File: config.mk
export PLATFORM = sky130hd
export DESIGN_NAME = tcam_lookup
export DESIGN_NICKNAME = d
export VERILOG_FILES = /design/src/rtl/tcam_pkg.sv /design/src/rtl/tcam_store.sv /design/src/rtl/tcam_match.sv /design/src/rtl/tcam_prio.sv /design/src/rtl/tcam_lookup.sv
export SDC_FILE = /design/constraint.sdc
export NUM_CORES = 1
export LEC_CHECK = 0
export ABC_AREA = 1
export BUFFER_PORTS_ARGS = -buffer_cell sky130_fd_sc_hd__buf_4
export CAP_MARGIN = 20
export CORE_MARGIN = 1
export CORE_UTILIZATION = 35
export DETAILED_ROUTE_END_ITERATION = 8
export PLACE_DENSITY = 0.59
export SETUP_SLACK_MARGIN = 0.2
export SLEW_MARGIN = 15
export SYNTH_ARGS = -nofsm -noshare
export SYNTH_HDL_FRONTEND = slang
export SYNTH_SLANG_ARGS = --single-unit
File: constraint.sdc
create_clock -name clk -period 2.64 [get_ports clk]
set_input_delay 0 -clock clk [delete_from_list [all_inputs] [get_ports clk]]
set_output_delay 0 -clock clk [all_outputs]
set_load 0.03 [all_outputs]
File: src/rtl/tcam_pkg.sv
package tcam_pkg;

  typedef logic [1:0] tbit_t;

  localparam tbit_t TB_DC   = 2'b00;
  localparam tbit_t TB_ZERO = 2'b01;
  localparam tbit_t TB_ONE  = 2'b10;
  localparam tbit_t TB_BAD  = 2'b11;

  // One ternary bit against one key bit; the reserved code never agrees.
  function automatic logic tbit_hit(tbit_t code, logic kbit);
    logic ok;
    case (code)
      TB_DC:   ok = 1'b1;
      TB_ZERO: ok = ~kbit;
      TB_ONE:  ok = kbit;
      default: ok = 1'b0;
    endcase
    return ok;
  endfunction

endpackage

File: src/rtl/tcam_store.sv
module tcam_store #(
  parameter int ENTRIES = 16,
  parameter int KEY_W   = 16,
  parameter int RES_W   = 8,
  localparam int IDX_W  = (ENTRIES > 1) ? $clog2(ENTRIES) : 1,
  localparam int PAT_W  = 2 * KEY_W
) (
  input  logic                              clk,
  input  logic                              rst_n,
  input  logic                              wr_en,
  input  logic [IDX_W-1:0]                  wr_idx,
  input  logic [PAT_W-1:0]                  wr_pattern,
  input  logic                              wr_valid,
  input  logic [RES_W-1:0]                  wr_result,
  output logic [ENTRIES-1:0][PAT_W-1:0]     pat_q,
  output logic [ENTRIES-1:0]                vld_q,
  output logic [ENTRIES-1:0][RES_W-1:0]     res_q
);

  logic [ENTRIES-1:0] sel;
  logic [ENTRIES-1:0] vld_d;

  generate
    for (genvar e = 0; e < ENTRIES; e++) begin : g_ent
      assign sel[e] = wr_en && (wr_idx == IDX_W'(e));

      // Pattern and result words carry no reset: the valid flag guards them.
      always_ff @(posedge clk) begin
        if (sel[e]) begin
          pat_q[e] <= wr_pattern;
          res_q[e] <= wr_result;
        end
      end

      // a write lands in the selected entry at the next edge
      p_write_lands_r9: assert property (@(posedge clk) disable iff (!rst_n)
        sel[e] |=> (vld_q[e] == $past(wr_valid)));
    end
  endgenerate

  always_comb begin
    vld_d = vld_q;
    for (int e = 0; e < ENTRIES; e++) begin
      if (sel[e]) vld_d[e] = wr_valid;
    end
  end

  always_ff @(posedge clk or negedge rst_n) begin
    if (!rst_n) vld_q <= '0;
    else        vld_q <= vld_d;
  end

endmodule

File: src/rtl/tcam_match.sv
module tcam_match #(
  parameter int ENTRIES = 16,
  parameter int KEY_W   = 16,
  localparam int PAT_W  = 2 * KEY_W
) (
  input  logic [KEY_W-1:0]              key,
  input  logic [ENTRIES-1:0][PAT_W-1:0] pat,
  input  logic [ENTRIES-1:0]            vld,
  output logic [ENTRIES-1:0]            match_vec
);

  logic [ENTRIES-1:0][KEY_W-1:0] bit_ok;

  generate
    for (genvar e = 0; e < ENTRIES; e++) begin : g_ent
      for (genvar b = 0; b < KEY_W; b++) begin : g_bit
        assign bit_ok[e][b] = tcam_pkg::tbit_hit(pat[e][2*b +: 2], key[b]);
      end
      assign match_vec[e] = vld[e] & (&bit_ok[e]);
    end
  endgenerate

endmodule

File: src/rtl/tcam_prio.sv
module tcam_prio #(
  parameter int ENTRIES = 16,
  parameter int RES_W   = 8,
  localparam int IDX_W  = (ENTRIES > 1) ? $clog2(ENTRIES) : 1
) (
  input  logic                          clk,
  input  logic                          rst_n,
  input  logic [ENTRIES-1:0]            req,
  input  logic [ENTRIES-1:0][RES_W-1:0] res,
  output logic                          any,
  output logic [IDX_W-1:0]              idx,
  output logic [RES_W-1:0]              res_sel
);

  logic [ENTRIES-1:0] grant;

  // Isolate the lowest set request bit.
  assign grant = req & (~req + ENTRIES'(1));
  assign any   = |req;

  always_comb begin
    idx     = '0;
    res_sel = '0;
    for (int e = 0; e < ENTRIES; e++) begin
      if (grant[e]) idx = idx | IDX_W'(e);
      res_sel = res_sel | ({RES_W{grant[e]}} & res[e]);
    end
  end

  // at most one winner, and it is a real request
  p_one_winner_r4: assert property (@(posedge clk) disable iff (!rst_n)
    $onehot0(grant) && ((grant & ~req) == '0));

endmodule

File: src/rtl/tcam_lookup.sv
module tcam_lookup #(
  parameter int ENTRIES = 16,
  parameter int KEY_W   = 16,
  parameter int RES_W   = 8,
  localparam int IDX_W  = (ENTRIES > 1) ? $clog2(ENTRIES) : 1,
  localparam int PAT_W  = 2 * KEY_W
) (
  input  logic             clk,
  input  logic             rst_n,
  input  logic             wr_en,
  input  logic [IDX_W-1:0] wr_idx,
  input  logic [PAT_W-1:0] wr_pattern,
  input  logic             wr_valid,
  input  logic [RES_W-1:0] wr_result,
  output logic             wr_err,
  input  logic             srch_en,
  input  logic [KEY_W-1:0] srch_key,
  output logic             hit,
  output logic [IDX_W-1:0] hit_idx,
  output logic [RES_W-1:0] hit_result
);

  logic [ENTRIES-1:0][PAT_W-1:0] pat_q;
  logic [ENTRIES-1:0]            vld_q;
  logic [ENTRIES-1:0][RES_W-1:0] res_q;
  logic [ENTRIES-1:0]            match_vec;
  logic                          win_any;
  logic [IDX_W-1:0]              win_idx;
  logic [RES_W-1:0]              win_res;

  logic             hit_d;
  logic [IDX_W-1:0] idx_d;
  logic [RES_W-1:0] res_d;
  logic             bad_code;
  logic             err_d;

  tcam_store #(.ENTRIES(ENTRIES), .KEY_W(KEY_W), .RES_W(RES_W)) u_store (
    .clk        (clk),
    .rst_n      (rst_n),
    .wr_en      (wr_en),
    .wr_idx     (wr_idx),
    .wr_pattern (wr_pattern),
    .wr_valid   (wr_valid),
    .wr_result  (wr_result),
    .pat_q      (pat_q),
    .vld_q      (vld_q),
    .res_q      (res_q)
  );

  tcam_match #(.ENTRIES(ENTRIES), .KEY_W(KEY_W)) u_match (
    .key       (srch_key),
    .pat       (pat_q),
    .vld       (vld_q),
    .match_vec (match_vec)
  );

  tcam_prio #(.ENTRIES(ENTRIES), .RES_W(RES_W)) u_prio (
    .clk     (clk),
    .rst_n   (rst_n),
    .req     (match_vec),
    .res     (res_q),
    .any     (win_any),
    .idx     (win_idx),
    .res_sel (win_res)
  );

  // Write-side check for the reserved code.
  always_comb begin
    bad_code = 1'b0;
    for (int b = 0; b < KEY_W; b++) begin
      if (wr_pattern[2*b +: 2] == tcam_pkg::TB_BAD) bad_code = 1'b1;
    end
    err_d = wr_en & bad_code;
  end

  // Next state of the search outputs; the clock enable is srch_en.
  always_comb begin
    hit_d = hit;
    idx_d = hit_idx;
    res_d = hit_result;
    if (srch_en) begin
      hit_d = win_any;
      idx_d = win_idx;
      res_d = win_res;
    end
  end

  always_ff @(posedge clk or negedge rst_n) begin
    if (!rst_n) begin
      hit        <= 1'b0;
      hit_idx    <= '0;
      hit_result <= '0;
      wr_err     <= 1'b0;
    end else begin
      hit        <= hit_d;
      hit_idx    <= idx_d;
      hit_result <= res_d;
      wr_err     <= err_d;
    end
  end

  // a search reports whether any entry matched in its cycle
  p_hit_follows_match_r8: assert property (@(posedge clk) disable iff (!rst_n)
    srch_en |=> (hit == $past(|match_vec)));

  // idle cycles leave the outputs untouched
  p_hold_idle_r8: assert property (@(posedge clk) disable iff (!rst_n)
    !srch_en |=> $stable({hit, hit_idx, hit_result}));

  // a miss reports zero index and zero result
  p_miss_zero_r10: assert property (@(posedge clk) disable iff (!rst_n)
    !hit |-> (hit_idx == '0 && hit_result == '0));

  // the error flag only follows a write
  p_err_after_write_r7: assert property (@(posedge clk) disable iff (!rst_n)
    wr_err |-> $past(wr_en));

endmodule

==> metrics.csv <==
stage;metric;value;unit
drt;detail_route.iter0.violations;2665;
yosys;seq_area_frac_synth;0.706;
yosys;synth_async_sr_flop_share;0.0448;
sta;slew_headroom;0.445;
drt;dr_total_vias;20726;
global_routing;track_usage;0.244;
yosys;synthCells;2493;
worst_setup_path;worst-path-max-fanout;12;
pwr;cell_int_power;18900;µW
floorplanning;chipWidth;286;µm
cts;clk_latency;630;ps
yosys;netlist.area_leader.share;0.679;
final_layout;syn_to_final_growth;20.7;%
global_routing;overflow_after_grt;0;
drt;drt-wirelength-per-cell;26.2;µm
cts;htreeDepth;3;
global_routing;grt_max_degree;43;
global_routing;first_pass_grt_wire_length;142000;µm
drt;viasPerCell;5.38;
cts;clock-sinks;670;
placement;globalplace.congestion;0.988;
sta;report.final.setup_viol;0;
min_path;holdCritStartpoint;wr_idx[0];
sta;fin_worst_hold_slack;82.7;ps
pwr;powerDensity;720;mW/mm²
floorplanning;core.rowCount;103;
yosys;syn-num-nets;2558;
worst_setup_path;critPathLaunchType;flop;
cts;clk_root_buffer_cell;clkbuf_16;
worst_setup_path;worstRegToRegCells;13;
sta;setup_repair_after_global_routing_missed_its_margin;yes;
cts;worst_setup_hold_path_clk_slew;60;ps
floorplanning;start_util;0.356;
placement;dp.final_hpwl;66700;µm
sta;fmaxAchievable;413;MHz
final_layout;design.final.nets;2806;
pwr;seq_power_share;0.490;
worst_setup_path;setup.reg_to_reg.worst_slack;220;ps
floorplanning;floorplan.io_pins;79;
global_routing;antenna_found_initial;2;
sta;setup_ws;216;ps
drt;length_of_the_first_detailed_routing_pass_in_iterations;6;
yosys;synth_edf_count;640;
drt;postRouteAntennaNets;0;
yosys;yosys_warnings;0;
final_layout;post_route_cells_drive_above_1_share;0.157;
floorplanning;fp.dieArea;0.0820;mm²
sta;final_clock_period_utilization_by_the_worst_path;0.918;
sta;finalHoldViolations;0;
pwr;total_leakage_power;0.0132;µW
sta;drv_slew;0;
pwr;p_total;24600;µW
placement;port-buffer-count;78;
pwr;power.clock.fraction;0.438;
cts;cts_inserted_buffers;72;
worst_setup_path;reg2reg_from;u_store.pat_q[307];
pwr;share_comb_of_total_power;0.072;
cts;ctsLongestPathBuffers;3;
worst_setup_path;crit_required;3210;ps
min_path;whs_path_depth;3;
yosys;postSynthRegisterBits;670;
worst_setup_path;cp.arrival;3000;ps
yosys;ys_types;47;
floorplanning;fp.dieH;286;µm
worst_setup_path;critPathCaptureType;flop;
final_layout;num-fill-cells;7326;
min_path;hp-class;input port to flop;
floorplanning;fp.coreArea;0.0795;mm²
yosys;synthesis.area;0.0283;mm²
yosys;synth_largest_area_cell;edfxtp_1;
pwr;power.switching_fraction;0.232;
sta;period_minus_slack;2420;ps
placement;dpl_worst_slack;-97.1;ps
yosys;yosys_most_used_dff;edfxtp_1;
cts;clock_tree_from_tritoncts;yes;
run_status;status;complete, no violations;
min_path;holdPathEnd;u_store.pat_q[486];
yosys;mapped_avg_cell_area;11.3;µm²
drt;post-route-drc-count;0;
worst_setup_path;worst_r2r_endpoint;hit_result[3];
pwr;p_switching;5700;µW
worst_setup_path;timing_worst_setup_path_type;flop to flop;
sta;max_slew.worst_pin.slew;832;ps
run;maxCapViolations;0;
pwr;ir_worst_vdd;0.420;mV
sta;worst_clock_skew;36.7;ps
global_routing;grt_pass1_vias;19583;
yosys;biggest_area_contributors_in_the_synthesized_netlist;edfxtp_1 68%, nand2_1 11%, nor2_1 3.7%;
drt;totalWireLength;101000;µm
[worst max-delay path: stages (launching register included)]
cell	delay, ps
edfxtp_1	450
inv_1	70
o211ai_1	420
nor2_1	120
nand3_2	140
buf_4	180
nand2_2	160
nor2_4	320
nand4_1	130
nand2_1	100
inv_1	70
nand3_1	80
nand2_1	50
inv_1	50
[state kept, by name, indices dropped and copies added, names as in the netlist]
name	count
hit	1
hit_idx	4
hit_result	8
u_store.pat_q	512
u_store.res_q	128
u_store.vld_q	16
wr_err	1
[power groups by stage]
stage          clock, µW  combinational (µW)  sequential (µW)
6_report           10800                1770            12000
5_1_grt            11300                1870            12100
2_1_floorplan          0                 729            12300
4_1_cts            10900                1720            12000
3_3_place_gp           0                1650            12300
3_5_place_dp           0                1660            12300
[through the flow]
| stage | util | TNS, ps | instance area [µm²] | instances |
|---|---|---|---|---|
| after floorplan | - | -140980 | 28300 | 2493 |
| after global placement | 0.386 | -202 | 30700 | 3662 |
| after detailed placement | 0.386 | -225 | 30700 | 3662 |
| after CTS | 0.425 | 0 | 33800 | 3840 |
| after global routing | 0.429 | 0 | 34100 | 3848 |
| final | 0.429 | 0 | 34100 | 3850 |
[timing repair]
| action | in CTS | in global routing |
|---|---|---|
| resized for setup | 16 | 72 |
| hold buffers | 46 | 0 |
| endpoints found under the setup margin | 11 | 12 |
| setup buffers | 1 | 7 |
| pin swaps | 2 | 25 |
| gates cloned | 0 | 1 |
| endpoints found under the hold margin | 687 | 0 |
[cell usage after synthesis (2+ instances only)]
cell,number
nand2_1,798
edfxtp_1,640
nor2_1,279
nand3_1,185
inv_1,137
nand4_1,89
o21ai_0,61
a21oi_1,31
dfrtp_1,30
buf_6,27
nor3_1,27
buf_4,19
nand3b_1,15
buf_2,13
inv_2,13
o211ai_1,13
nor3b_1,12
or2_2,10
nor4_1,9
and3_1,7
a221oi_1,6
nand3_2,6
nor2_2,6
clkinv_1,5
inv_4,5
nand2_2,5
o21a_1,5
a22o_1,4
nor2_4,4
nor2_8,4
o21ai_1,4
o22ai_1,4
clkbuf_1,3
a22oi_1,2
and2_1,2
nand2_4,2
[per-layer routing]
metal | up-vias | track usage | share of wire
li1 | 9176 | - | -
met5 | - | 0 | 0
met4 | 0 | 0.0805 | 0.030
met1 | 10186 | 0.337 | 0.41
met2 | 1180 | 0.387 | 0.46
met3 | 184 | 0.0436 | 0.095
[layout by cell type (no fill, tap or decap), drive strengths merged]
| cell type | instances |
|---|---|
| a211oi | 1 |
| a21oi | 32 |
| a221oi | 6 |
| a22o | 4 |
| a22oi | 2 |
| a41oi | 1 |
| and2 | 3 |
| and3 | 7 |
| buf | 191 |
| bufinv | 11 |
| clkbuf | 97 |
| clkinv | 22 |
| clkinvlp | 4 |
| dfrtp | 30 |
| diode | 2 |
| dlygate4sd3 | 45 |
| edfxtp | 640 |
| inv | 158 |
| nand2 | 806 |
| nand3 | 192 |
| nand3b | 15 |
| nand4 | 89 |
| nor2 | 294 |
| nor3 | 28 |
| nor3b | 12 |
| nor4 | 9 |
| o2111ai | 1 |
| o211ai | 13 |
| o21a | 5 |
| o21ai | 66 |
| o22ai | 4 |
| or2 | 10 |
[logic make-up after synthesis]
| kind of cell | count (synthesis) | synth area share |
|---|---|---|
| and+or+nand+nor | 1464 | 0.225 |
| AOI/OAI and AO/OA | 135 | 0.0278 |
| buffers and inverters | 224 | 0.0410 |
| DFF | 670 | 0.706 |
[how the worst max path moves through the flow]
stage	end	slack, ps	from	depth (start not counted)
floorplan	u_store.pat_q[256]	-880	wr_idx[3]	4
global placement	hit_result[5]	-90	srch_key[3]	19
detailed placement	hit_result[2]	-100	srch_key[3]	18
CTS	hit_result[3]	200	u_store.pat_q[379]	19
global route	hit_result[0]	120	u_store.pat_q[199]	15
finish	hit_result[3]	220	u_store.pat_q[307]	13
[cell type report]
| cell class | count | area [µm²] | area share |
|---|---|---|---|
| Clock buffer | 97 | 2000 | 0.0586 |
| Timing Repair Buffer | 236 | 2120 | 0.0621 |
| Tap cell | 1050 | 1310 | 0.0385 |
| Sequential cell | 670 | 20000 | 0.585 |
| Multi-Input combinational cell | 1600 | 7580 | 0.222 |
| Inverter | 161 | 626 | 0.0183 |
| Clock inverter | 34 | 512 | 0.0150 |
| Antenna cell | 2 | 5.00 | 0.000147 |
Power figures use the tool's default switching activity.
